===== src/rtl/serwr_pkg.sv =====
// Package: shared constants and the write request type for the serial
// register write interface. Frame geometry is fixed by the host protocol.
package serwr_pkg;
    localparam int ADDR_W    = 8;
    localparam int DATA_W    = 8;
    localparam int FRAME_W   = ADDR_W + DATA_W;
    localparam int CNT_W     = $clog2(FRAME_W);
    localparam int SRST_ADDR = 0;
    localparam int SRST_BIT  = 7;

    typedef struct packed {
        logic [ADDR_W-1:0] addr;
        logic [DATA_W-1:0] data;
    } wr_req_t;
endpackage


===== src/rtl/serwr_sync.sv =====
// Module: serwr_sync
// Multi-bit, multi-stage synchronizer for independent asynchronous inputs.
// Assumes each bit is sampled on its own (no bus coherency is needed) and
// that inputs hold each level for at least two clk periods.
module serwr_sync #(
    parameter int               WIDTH   = 4,
    parameter int               STAGES  = 2,
    parameter logic [WIDTH-1:0] RST_VAL = '0
) (
    input  logic             clk,
    input  logic             rst_n,
    input  logic [WIDTH-1:0] async_in,
    output logic [WIDTH-1:0] sync_out
);
    logic [WIDTH-1:0] chain [STAGES];

    for (genvar s = 0; s < STAGES; s++) begin : g_stage
        if (s == 0) begin : g_first
            // First stage: capture the raw asynchronous inputs.
            always_ff @(posedge clk) begin
                if (!rst_n) chain[0] <= RST_VAL;
                else        chain[0] <= async_in;
            end
        end else begin : g_next
            // Later stages: let metastability settle.
            always_ff @(posedge clk) begin
                if (!rst_n) chain[s] <= RST_VAL;
                else        chain[s] <= chain[s-1];
            end
        end
    end

    assign sync_out = chain[STAGES-1];
endmodule


===== src/rtl/serwr_frame.sv =====
// Module: serwr_frame
// Detects falling edges of the synchronized host clock and shifts in one
// data bit per edge while the window select is low. On the last bit of a
// frame it emits a one-cycle write strobe with the address/data pair.
// Assumes the synchronized inputs share the same latency, so data keeps
// its setup relative to the clock edge.
module serwr_frame
    import serwr_pkg::*;
(
    input  logic    clk,
    input  logic    rst_n,
    input  logic    sclk_s,
    input  logic    sel_n_s,
    input  logic    dat_s,
    output logic    wr_stb,
    output wr_req_t wr_req
);
    localparam logic [CNT_W-1:0] LAST_BIT = CNT_W'(FRAME_W - 1);

    logic                 sclk_d;
    logic                 fall;
    logic [CNT_W-1:0]     bit_cnt;
    logic [FRAME_W-2:0]   shreg;

    // Delay the synchronized clock by one cycle for edge detection.
    always_ff @(posedge clk) begin
        if (!rst_n) sclk_d <= 1'b1;
        else        sclk_d <= sclk_s;
    end

    assign fall = sclk_d & ~sclk_s;

    // Shift bits in, count the frame, and issue the write strobe.
    always_ff @(posedge clk) begin
        if (!rst_n) begin
            bit_cnt <= '0;
            shreg   <= '0;
            wr_stb  <= 1'b0;
            wr_req  <= '0;
        end else begin
            wr_stb <= 1'b0;
            if (sel_n_s) begin
                bit_cnt <= '0;
                shreg   <= '0;
            end else if (fall) begin
                if (bit_cnt == LAST_BIT) begin
                    wr_stb  <= 1'b1;
                    wr_req  <= {shreg, dat_s};
                    bit_cnt <= '0;
                    shreg   <= '0;
                end else begin
                    shreg   <= {shreg[FRAME_W-3:0], dat_s};
                    bit_cnt <= bit_cnt + 1'b1;
                end
            end
        end
    end

    // a strobe only follows a cycle with the window open.
    p_stb_needs_window_r1: assert property (@(posedge clk) disable iff (!rst_n)
        wr_stb |-> $past(!sel_n_s));

    // a strobe is produced only at the final bit position.
    p_stb_on_last_bit_r3: assert property (@(posedge clk) disable iff (!rst_n)
        wr_stb |-> ($past(bit_cnt) == LAST_BIT));

    // back-to-back frames still produce separate single-cycle strobes.
    p_stb_single_pulse_r4: assert property (@(posedge clk) disable iff (!rst_n)
        wr_stb |=> !wr_stb);

    // a closed window always leaves the counter at a frame boundary.
    p_closed_window_clears_r5: assert property (@(posedge clk) disable iff (!rst_n)
        sel_n_s |=> (bit_cnt == '0));
endmodule


===== src/rtl/serwr_bank.sv =====
// Module: serwr_bank
// Register bank of NUM_REGS bytes, one per address from 0 upward. Holds the
// default table and decides between write, hardware defaults load and the
// self-clearing command bit in register 0. Assumes NUM_REGS >= 1 and
// DEFAULTS packed with register i at bits [8i+7:8i].
module serwr_bank
    import serwr_pkg::*;
#(
    parameter int                         NUM_REGS = 4,
    parameter logic [NUM_REGS*DATA_W-1:0] DEFAULTS = '0
) (
    input  logic                         clk,
    input  logic                         rst_n,
    input  logic                         hwclr_s,
    input  logic                         wr_stb,
    input  wr_req_t                      wr_req,
    output logic [NUM_REGS*DATA_W-1:0]   reg_flat
);
    localparam int                        FLAT_W  = NUM_REGS * DATA_W;
    localparam logic [FLAT_W-1:0]         DEF_EFF =
        DEFAULTS & ~(FLAT_W'(1) << (SRST_ADDR * DATA_W + SRST_BIT));
    localparam logic [ADDR_W-1:0]         TOP_ADDR = ADDR_W'(NUM_REGS);

    logic soft_clr;
    logic load_def;

    // Decode the self-clearing defaults command in register 0.
    assign soft_clr = wr_stb && (wr_req.addr == ADDR_W'(SRST_ADDR))
                      && wr_req.data[SRST_BIT];
    assign load_def = hwclr_s | soft_clr;

    for (genvar i = 0; i < NUM_REGS; i++) begin : g_reg
        localparam logic [DATA_W-1:0] WMASK = (i == SRST_ADDR) ?
            ~(DATA_W'(1) << SRST_BIT) : {DATA_W{1'b1}};
        logic [DATA_W-1:0] q;

        // Hold one register: defaults on any reset source, else addressed write.
        always_ff @(posedge clk) begin
            if (!rst_n || load_def)
                q <= DEF_EFF[i*DATA_W +: DATA_W];
            else if (wr_stb && (wr_req.addr == ADDR_W'(i)))
                q <= wr_req.data & WMASK;
        end

        assign reg_flat[i*DATA_W +: DATA_W] = q;
    end

    // the defaults-load pin restores every register.
    p_hw_defaults_r6: assert property (@(posedge clk) disable iff (!rst_n)
        hwclr_s |=> (reg_flat == DEF_EFF));

    // the command bit restores every register.
    p_soft_defaults_r7: assert property (@(posedge clk) disable iff (!rst_n)
        soft_clr |=> (reg_flat == DEF_EFF));

    // the command bit never reads back as one.
    p_cmd_bit_low_r7: assert property (@(posedge clk) disable iff (!rst_n)
        !reg_flat[SRST_ADDR*DATA_W + SRST_BIT]);

    // writes beyond the implemented range leave the bank untouched.
    p_unimpl_ignored_r8: assert property (@(posedge clk) disable iff (!rst_n)
        (wr_stb && (wr_req.addr >= TOP_ADDR) && !hwclr_s) |=> $stable(reg_flat));
endmodule


===== src/rtl/serwr_regbank.sv =====
// Module: serwr_regbank (top)
// Serial register write interface: synchronizes the host lines, assembles
// 16-bit address/data frames and writes them into the register bank.
// Assumes clk runs at least 4x the host clock and every host clock phase
// lasts at least two clk periods.
module serwr_regbank
    import serwr_pkg::*;
#(
    parameter int                         NUM_REGS    = 4,
    parameter int                         SYNC_STAGES = 2,
    parameter logic [NUM_REGS*DATA_W-1:0] DEFAULTS    = 32'h1CA5_3C05
) (
    input  logic                       clk,
    input  logic                       rst_n,
    input  logic                       host_clk,
    input  logic                       host_sel_n,
    input  logic                       host_dat,
    input  logic                       defaults_load,
    output logic [NUM_REGS*DATA_W-1:0] reg_out
);
    logic [3:0] raw;
    logic [3:0] synced;
    logic       wr_stb;
    wr_req_t    wr_req;

    assign raw = {defaults_load, host_dat, host_sel_n, host_clk};

    serwr_sync #(
        .WIDTH  (4),
        .STAGES (SYNC_STAGES),
        .RST_VAL(4'b0011)
    ) u_sync (
        .clk     (clk),
        .rst_n   (rst_n),
        .async_in(raw),
        .sync_out(synced)
    );

    serwr_frame u_frame (
        .clk    (clk),
        .rst_n  (rst_n),
        .sclk_s (synced[0]),
        .sel_n_s(synced[1]),
        .dat_s  (synced[2]),
        .wr_stb (wr_stb),
        .wr_req (wr_req)
    );

    serwr_bank #(
        .NUM_REGS(NUM_REGS),
        .DEFAULTS(DEFAULTS)
    ) u_bank (
        .clk     (clk),
        .rst_n   (rst_n),
        .hwclr_s (synced[3]),
        .wr_stb  (wr_stb),
        .wr_req  (wr_req),
        .reg_flat(reg_out)
    );
endmodule


===== config.mk =====
export PLATFORM = sky130hd
export DESIGN_NAME = serwr_regbank
export DESIGN_NICKNAME = d
export VERILOG_FILES = /design/src/rtl/serwr_pkg.sv /design/src/rtl/serwr_sync.sv /design/src/rtl/serwr_frame.sv /design/src/rtl/serwr_bank.sv /design/src/rtl/serwr_regbank.sv
export SDC_FILE = /design/constraint.sdc
export NUM_CORES = 1
export LEC_CHECK = 0
export BUFFER_PORTS_ARGS = -buffer_cell sky130_fd_sc_hd__buf_4
export CAP_MARGIN = 20
export CORE_MARGIN = 5
export CORE_UTILIZATION = 30
export DETAILED_ROUTE_END_ITERATION = 8
export PLACE_DENSITY = 0.45
export SLEW_MARGIN = 10
export SYNTH_ARGS = -nofsm -noshare
export SYNTH_HDL_FRONTEND = slang
export SYNTH_HIERARCHICAL = 1
export SYNTH_SLANG_ARGS = --single-unit

===== constraint.sdc =====
create_clock -name clk -period 2.1 [get_ports clk]
set_clock_uncertainty 0.15 [all_clocks]
set_input_delay 0.21 -clock clk [delete_from_list [all_inputs] [get_ports clk]]
set_output_delay 0.21 -clock clk [all_outputs]
set_load 0.03 [all_outputs]

# Word-level counts from Yosys, hierarchy flattened
# Memory sizes are Yosys's and may differ from the RTL's.
# Index checks and enable logic that the tools add are counted.
[totals]
inputBits = 6
regBits = 68
ramBits = 8
n_memories = 1
out_inout_bits = 32
elab_cells = 42
[memory_table]
columns = ["name", "words", "word_bits", "rd", "rd_clocked_by_memory_dff", "write_ports", "line_no", "source"]
rows = [
  ["u_sync.chain", 2, 4, 2, 0, 2, "serwr_sync.sv:15", "logic [WIDTH-1:0] chain [STAGES];"],
]
[op_classes]
mux = 7
reduce_logical = 11
addsub = 1
n_eq_ne = 4
n_bitwise = 8
[op_table]
columns = ["operator", "n"]
rows = [
  ["$eq A8 B2 Y1 const B", 2],
  ["$mux W15", 1],
  ["$mux W4", 3],
  ["$eq A8 B1 Y1 const B", 1],
  ["$logic_not A8 Y1", 1],
  ["$logic_and A1 B1 Y1", 5],
  ["$add A4 B1 Y4 const B", 1],
  ["$eq A4 B4 Y1 const B", 1],
  ["$not A1 Y1", 4],
  ["$mux W1", 3],
  ["$or A1 B1 Y1", 3],
  ["$reduce_and A3 Y1", 1],
  ["$reduce_or A3 Y1", 1],
  ["$reduce_or A2 Y1", 1],
  ["$and A1 B1 Y1", 1],
  ["$logic_not A1 Y1", 1],
  ["$logic_or A1 B1 Y1", 1],
]

# Logic depth before layout (Yosys ltp)
[depth]
word_depth = 5
depth_mapped = 6
ltp_nobuf = 4

# Cells and area by module
# The synthesis kept the hierarchy.
[modules_own_cells]
columns = ["mod", "seq_area_each_um2", "area_each_um2", "cells_per_inst", "n_inst"]
rows = [
  ["serwr_bank", 620.6, 1455.1, 166, 1],
  ["serwr_frame", 740.7, 1440.1, 162, 1],
  ["serwr_sync", 160.2, 210.2, 16, 1],
]

# Worst setup path before layout
# No wires, ideal clock.
[synth_path]
path_kind = "flip-flop to flip-flop"
startpoint = "register, netlist name u_frame/wr_req[14]"
endpoint = "register u_bank.g_reg[1].q[6]"
stages_incl_launch_ff = 6
period_less_slack_ns = 1.714
required_ns = 1.818
arrival_ns = 1.431
path_buffers = 2
setup_slack_ns = 0.386
setup_ns = 0.132
path_cell_list = "dfxtp_1 > or4b_1 > buf_4 > buf_6 > o31ai_1 > a21oi_1"
[synth_via]
elab_chain_len = 5
word_cells_on_any_way = 7
classes_between = "eq/ne (1); bitwise (1); reduce/logical (5)"
[synth_lines]
columns = ["item", "line_no", "source"]
rows = [
  ["$logic_not A8 Y1", "serwr_bank.sv:28", "assign soft_clr = wr_stb && (wr_req.addr == ADDR_W'(SRST_ADDR))"],
  ["$logic_and A1 B1 Y1", "serwr_bank.sv:28", ""],
  ["$logic_and A1 B1 Y1", "serwr_bank.sv:29", "&& wr_req.data[SRST_BIT];"],
  ["$or A1 B1 Y1", "serwr_bank.sv:30", "assign load_def = hwclr_s | soft_clr;"],
  ["$logic_or A1 B1 Y1", "serwr_bank.sv:39", "if (!rst_n || load_def)"],
  ["end signal: assignment", "serwr_bank.sv:40", "q <= DEF_EFF[i*DATA_W +: DATA_W];"],
  ["end signal: assignment", "serwr_bank.sv:42", "q <= wr_req.data & WMASK;"],
  ["end: declaration", "serwr_bank.sv:35", "logic [DATA_W-1:0] q;"],
]
# Parallel ways exist; a longest one is shown, timed or not.
# A chain may end at the register's enable or synchronous reset.

# Worst setup path after layout
[layout_path]
startpoint = "register, netlist name u_frame/wr_req[13]"
endpoint = "register u_bank.g_reg[3].q[1]"
[layout_via]
elab_chain_len = 5
word_cells_on_any_way = 7
classes_between = "eq/ne (1); bitwise (1); reduce/logical (5)"
[layout_lines]
columns = ["item", "line_no"]
rows = [
  ["$logic_not A8 Y1", "serwr_bank.sv:28"],
  ["$logic_and A1 B1 Y1", "serwr_bank.sv:28"],
  ["$logic_and A1 B1 Y1", "serwr_bank.sv:29"],
  ["$or A1 B1 Y1", "serwr_bank.sv:30"],
  ["$logic_or A1 B1 Y1", "serwr_bank.sv:39"],
  ["end signal: assignment", "serwr_bank.sv:40"],
  ["end signal: assignment", "serwr_bank.sv:42"],
  ["end: declaration", "serwr_bank.sv:35"],
]
# Parallel ways exist; a longest one is shown, timed or not.

==> flow_summary_export.csv <==
group,metric,value,unit
run_status,status,"complete, no violations",
global_routing,antenna_found_initial,0,
floorplanning,dieArea,12500,um2
critical_path,critPathCaptureType,"flop",
power_and_ir_drop,p_per_area,697,nW/um2
global_routing,grt_remaining_overflow,0,
synthesis,synthTopCellsByArea,"dfxtp_1, nand2_1, a21oi_1",
placement,gp_congestion,0.730,
power_and_ir_drop,switchingPower,598,uW
synthesis,synthFlopType,"dfxtp_1",
routing,post-route-drc-count,0,
power_and_ir_drop,p_seq_frac,0.558,
final_layout,antenna_cells,0,
synthesis,ys_types,38,
clock_network,cts_setup_buffers,0,
clock_network,htree_num_levels,3,
routing,via_per_inst,4.91,
floorplanning,rows,37,
floorplanning,ioPinCount,38,
critical_path,slowest_delay,830,ps
critical_path,worst-path-max-fanout,16,
global_routing,grt_use_total,0.123,
floorplanning,initial_core_util,0.304,
synthesis,synth.cell_area,3110,um2
routing,routedWlPerCell,14.9,um
floorplanning,die_w,112,um
clock_network,cts_tree,"done",
timing,max_freq,534,MHz
routing,drt_iter0_drc,101,
clock_network,numCtsBuffers,9,
synthesis,async_flop_share,0,
critical_path,cp.required,2170,ps
power_and_ir_drop,p_comb_frac,0.026,
critical_path,path_buf_inv,0,
timing,maxSlewViolCount,0,
placement,place_hpwl,5.00,mm
critical_path,arrival,1940,ps
timing,slew_headroom,0.612,
final_layout,syn2layout_area_growth,20.1,%
clock_network,post_cts_resized,0,
timing,hold_viol,0,
power_and_ir_drop,p_sw_frac,0.230,
critical_path,crit_family,"simple AND/OR/NAND/NOR gates",
clock_network,cts_sinks,76,
floorplanning,fp.dieH,112,um
clock_network,cts_hold_buf,4,
global_routing,grt_max_degree,36,
clock_network,cts_root_buf,"clkbuf_8",
timing,timing.hold.ws,11.5,ps
routing,via_count,2542,
clock_network,clk_pin_slew_worst_paths,80,ps
worst_hold_path,hp-class,"input port to flop",
routing,final_antenna_net_count,0,
timing,finalCriticalPeriod,1870,ps
timing,tightest_slew,574,ps
critical_path,worstSetupPathType,"flop to flop",
critical_path,slowest_stage,"or4b_1",
synthesis,yosys_warnings,6,
clock_network,clk_path_buf_depth,2,
placement,portBuffers,36,
global_routing,grt_pass1_wl,12.6,mm
floorplanning,coreArea,10200,um2
synthesis,synth_cells,344,
synthesis,yosysTopAreaCell,"dfxtp_1",
timing,setup_tns,0,ps
synthesis,synth_edf_count,0,
final_layout,nets,384,
power_and_ir_drop,power,2.60,mW
routing,wl,7.72,mm
synthesis,syn_area_per_cell,9.03,um2
routing,first_pass_iters,5,
timing,finalSetupViolCount,0,
clock_network,clkLatencyLatePin,350,ps
placement,placed_area,3490,um2
timing,fin_crit_sh,0.892,
power_and_ir_drop,power_leakage,1.23,nW
critical_path,crit_path_start_kind,"flop",
synthesis,seq_area_frac_synth,0.490,
final_layout,drive_gt1_frac,0.191,
critical_path,path_cells,"or4b_1 > o31ai_1 > a21oi_1",
power_and_ir_drop,vdd_ir_drop_max,0.245,mV
final_layout,nFillCells,1082,
flow_run,drv_cap,0,
global_routing,first_global_vias,2457,
final_layout,final_area,3730,um2
synthesis,syn_nets,351,
timing,rsz0062_at_grt,"false",
power_and_ir_drop,pwr-share-clk,0.416,
synthesis,synth_top_area_share,0.490,
synthesis,ys_ff_latch,76,
power_and_ir_drop,internal_power,2.00,mW
[per-layer routing]
| metal | track usage | wire (um) | up-vias |
|---|---|---|---|
| li1 | - | - | 1290 |
| met1 | 0.165 | 3790 | 1206 |
| met2 | 0.188 | 3530 | 37 |
| met3 | 0.0342 | 271 | 9 |
| met4 | 0.0495 | 135 | 0 |
| met5 | 0 | 0 | - |
[power by group through the flow]
stage	registers [mW]	clock network [mW]	logic [mW]
2_1_floorplan	1.48	0	0.0445
3_3_place_gp	1.48	0	0.0636
4_1_cts	1.45	1.12	0.0697
5_1_grt	1.45	1.18	0.0769
6_report	1.45	1.08	0.0686
3_5_place_dp	1.48	0	0.0636
[worst reg2reg max path: stages, from the launching register on]
cell and delay, ps:
dfxtp_1 350, or4b_1 830, o31ai_1 320, a21oi_1 100
[layout make-up]
class                   count  area (um2)  area share
inverters                   1        3.75     0.00101
well taps                 136         170      0.0456
repair buffers             54         440       0.118
clock inverters             4        31.3     0.00838
multi-input cells         235        1400       0.375
flip-flops and latches     76        1520       0.408
clock buffers              12         165      0.0443
[cell usage after synthesis (2+ instances only)]
library cell  number
a21oi_1           35
a31oi_1           13
and2_1             5
and4_1             2
buf_2              8
buf_4              5
buf_6              3
clkbuf_1          13
clkbuf_2           2
dfxtp_1           76
mux2i_1           16
nand2_1           65
nand2b_1           8
nand4_1           18
nor2_1             5
nor2b_1            7
nor4_1            11
nor4b_2            2
o21ai_0           10
o21ai_1            4
o31ai_1           18
or4b_1             2
[cells in the final DEF (no fill, tap or decap), drive strengths merged]
| cell type | netlist | layout |
|---|---|---|
| a41oi | 1 | 1 |
| nand3b | 1 | 1 |
| dfxtp | 76 | 76 |
| nor3 | 1 | 1 |
| conb | 1 | 1 |
| nor4 | 12 | 12 |
| xnor2 | 1 | 1 |
| and4 | 2 | 2 |
| inv | 1 | 2 |
| or2 | 1 | 1 |
| o31ai | 18 | 18 |
| nor2 | 5 | 5 |
| or3 | 1 | 1 |
| buf | 17 | 50 |
| o21bai | 1 | 1 |
| a21oi | 35 | 35 |
| nor2b | 7 | 7 |
| dlygate4sd3 | 0 | 4 |
| nor4b | 2 | 2 |
| or4b | 2 | 2 |
| and2 | 5 | 5 |
| a31oi | 13 | 13 |
| xor2 | 1 | 1 |
| nand2 | 65 | 65 |
| or4 | 1 | 1 |
| clkinvlp | 0 | 3 |
| mux2i | 16 | 16 |
| nand3 | 1 | 1 |
| o21ai | 14 | 14 |
| ha | 1 | 1 |
| a41o | 1 | 1 |
| clkbuf | 15 | 12 |
| nand2b | 8 | 8 |
| nand4 | 18 | 18 |
[stage by stage]
| stage | setup slack [ps] | utilization | std cells |
|---|---|---|---|
| after floorplan | 386 | - | 344 |
| after global placement | 248 | 0.342 | 498 |
| after detailed placement | 235 | 0.342 | 498 |
| after CTS | 228 | 0.365 | 518 |
| after global routing | 62.3 | 0.365 | 518 |
| final | 228 | 0.365 | 518 |
[worst paths after layout]
check | start | to | slack [ps] | depth (start not counted)
max | u_frame/wr_req[13]$_SDFFE_PN0P_ | u_bank/g_reg[3].q[1]$_SDFFE_PP0P_ | 230 | 3
min | rst_n | u_sync/chain[0][1]$_SDFF_PN1_ | 10 | 2
max reg2reg | u_frame/wr_req[13]$_SDFFE_PN0P_ | u_bank/g_reg[3].q[1]$_SDFFE_PP0P_ | 230 | 3
min reg2reg | u_sync/chain[0][1]$_SDFF_PN1_ | u_sync/chain[1][1]$_SDFF_PN1_ | 270 | 1
[sequential cells by signal, summed over array words and instances (netlist names)]
signal and count:
u_sync/chain 8, u_frame/shreg 15, u_bank/g.q 31, u_frame/sclk_d 1, u_frame/wr_req 16, u_frame/wr_stb 1
u_frame/bit_cnt 4
[cells by family after synthesis]
family          synth area share
fa+ha+maj                0.00403
mux                       0.0516
simple gates               0.227
flops                      0.490
xor+xnor                 0.00564
compound gates             0.158
other cells              0.00121
buf+inv                   0.0625
(Power assumes the default switching activity.)
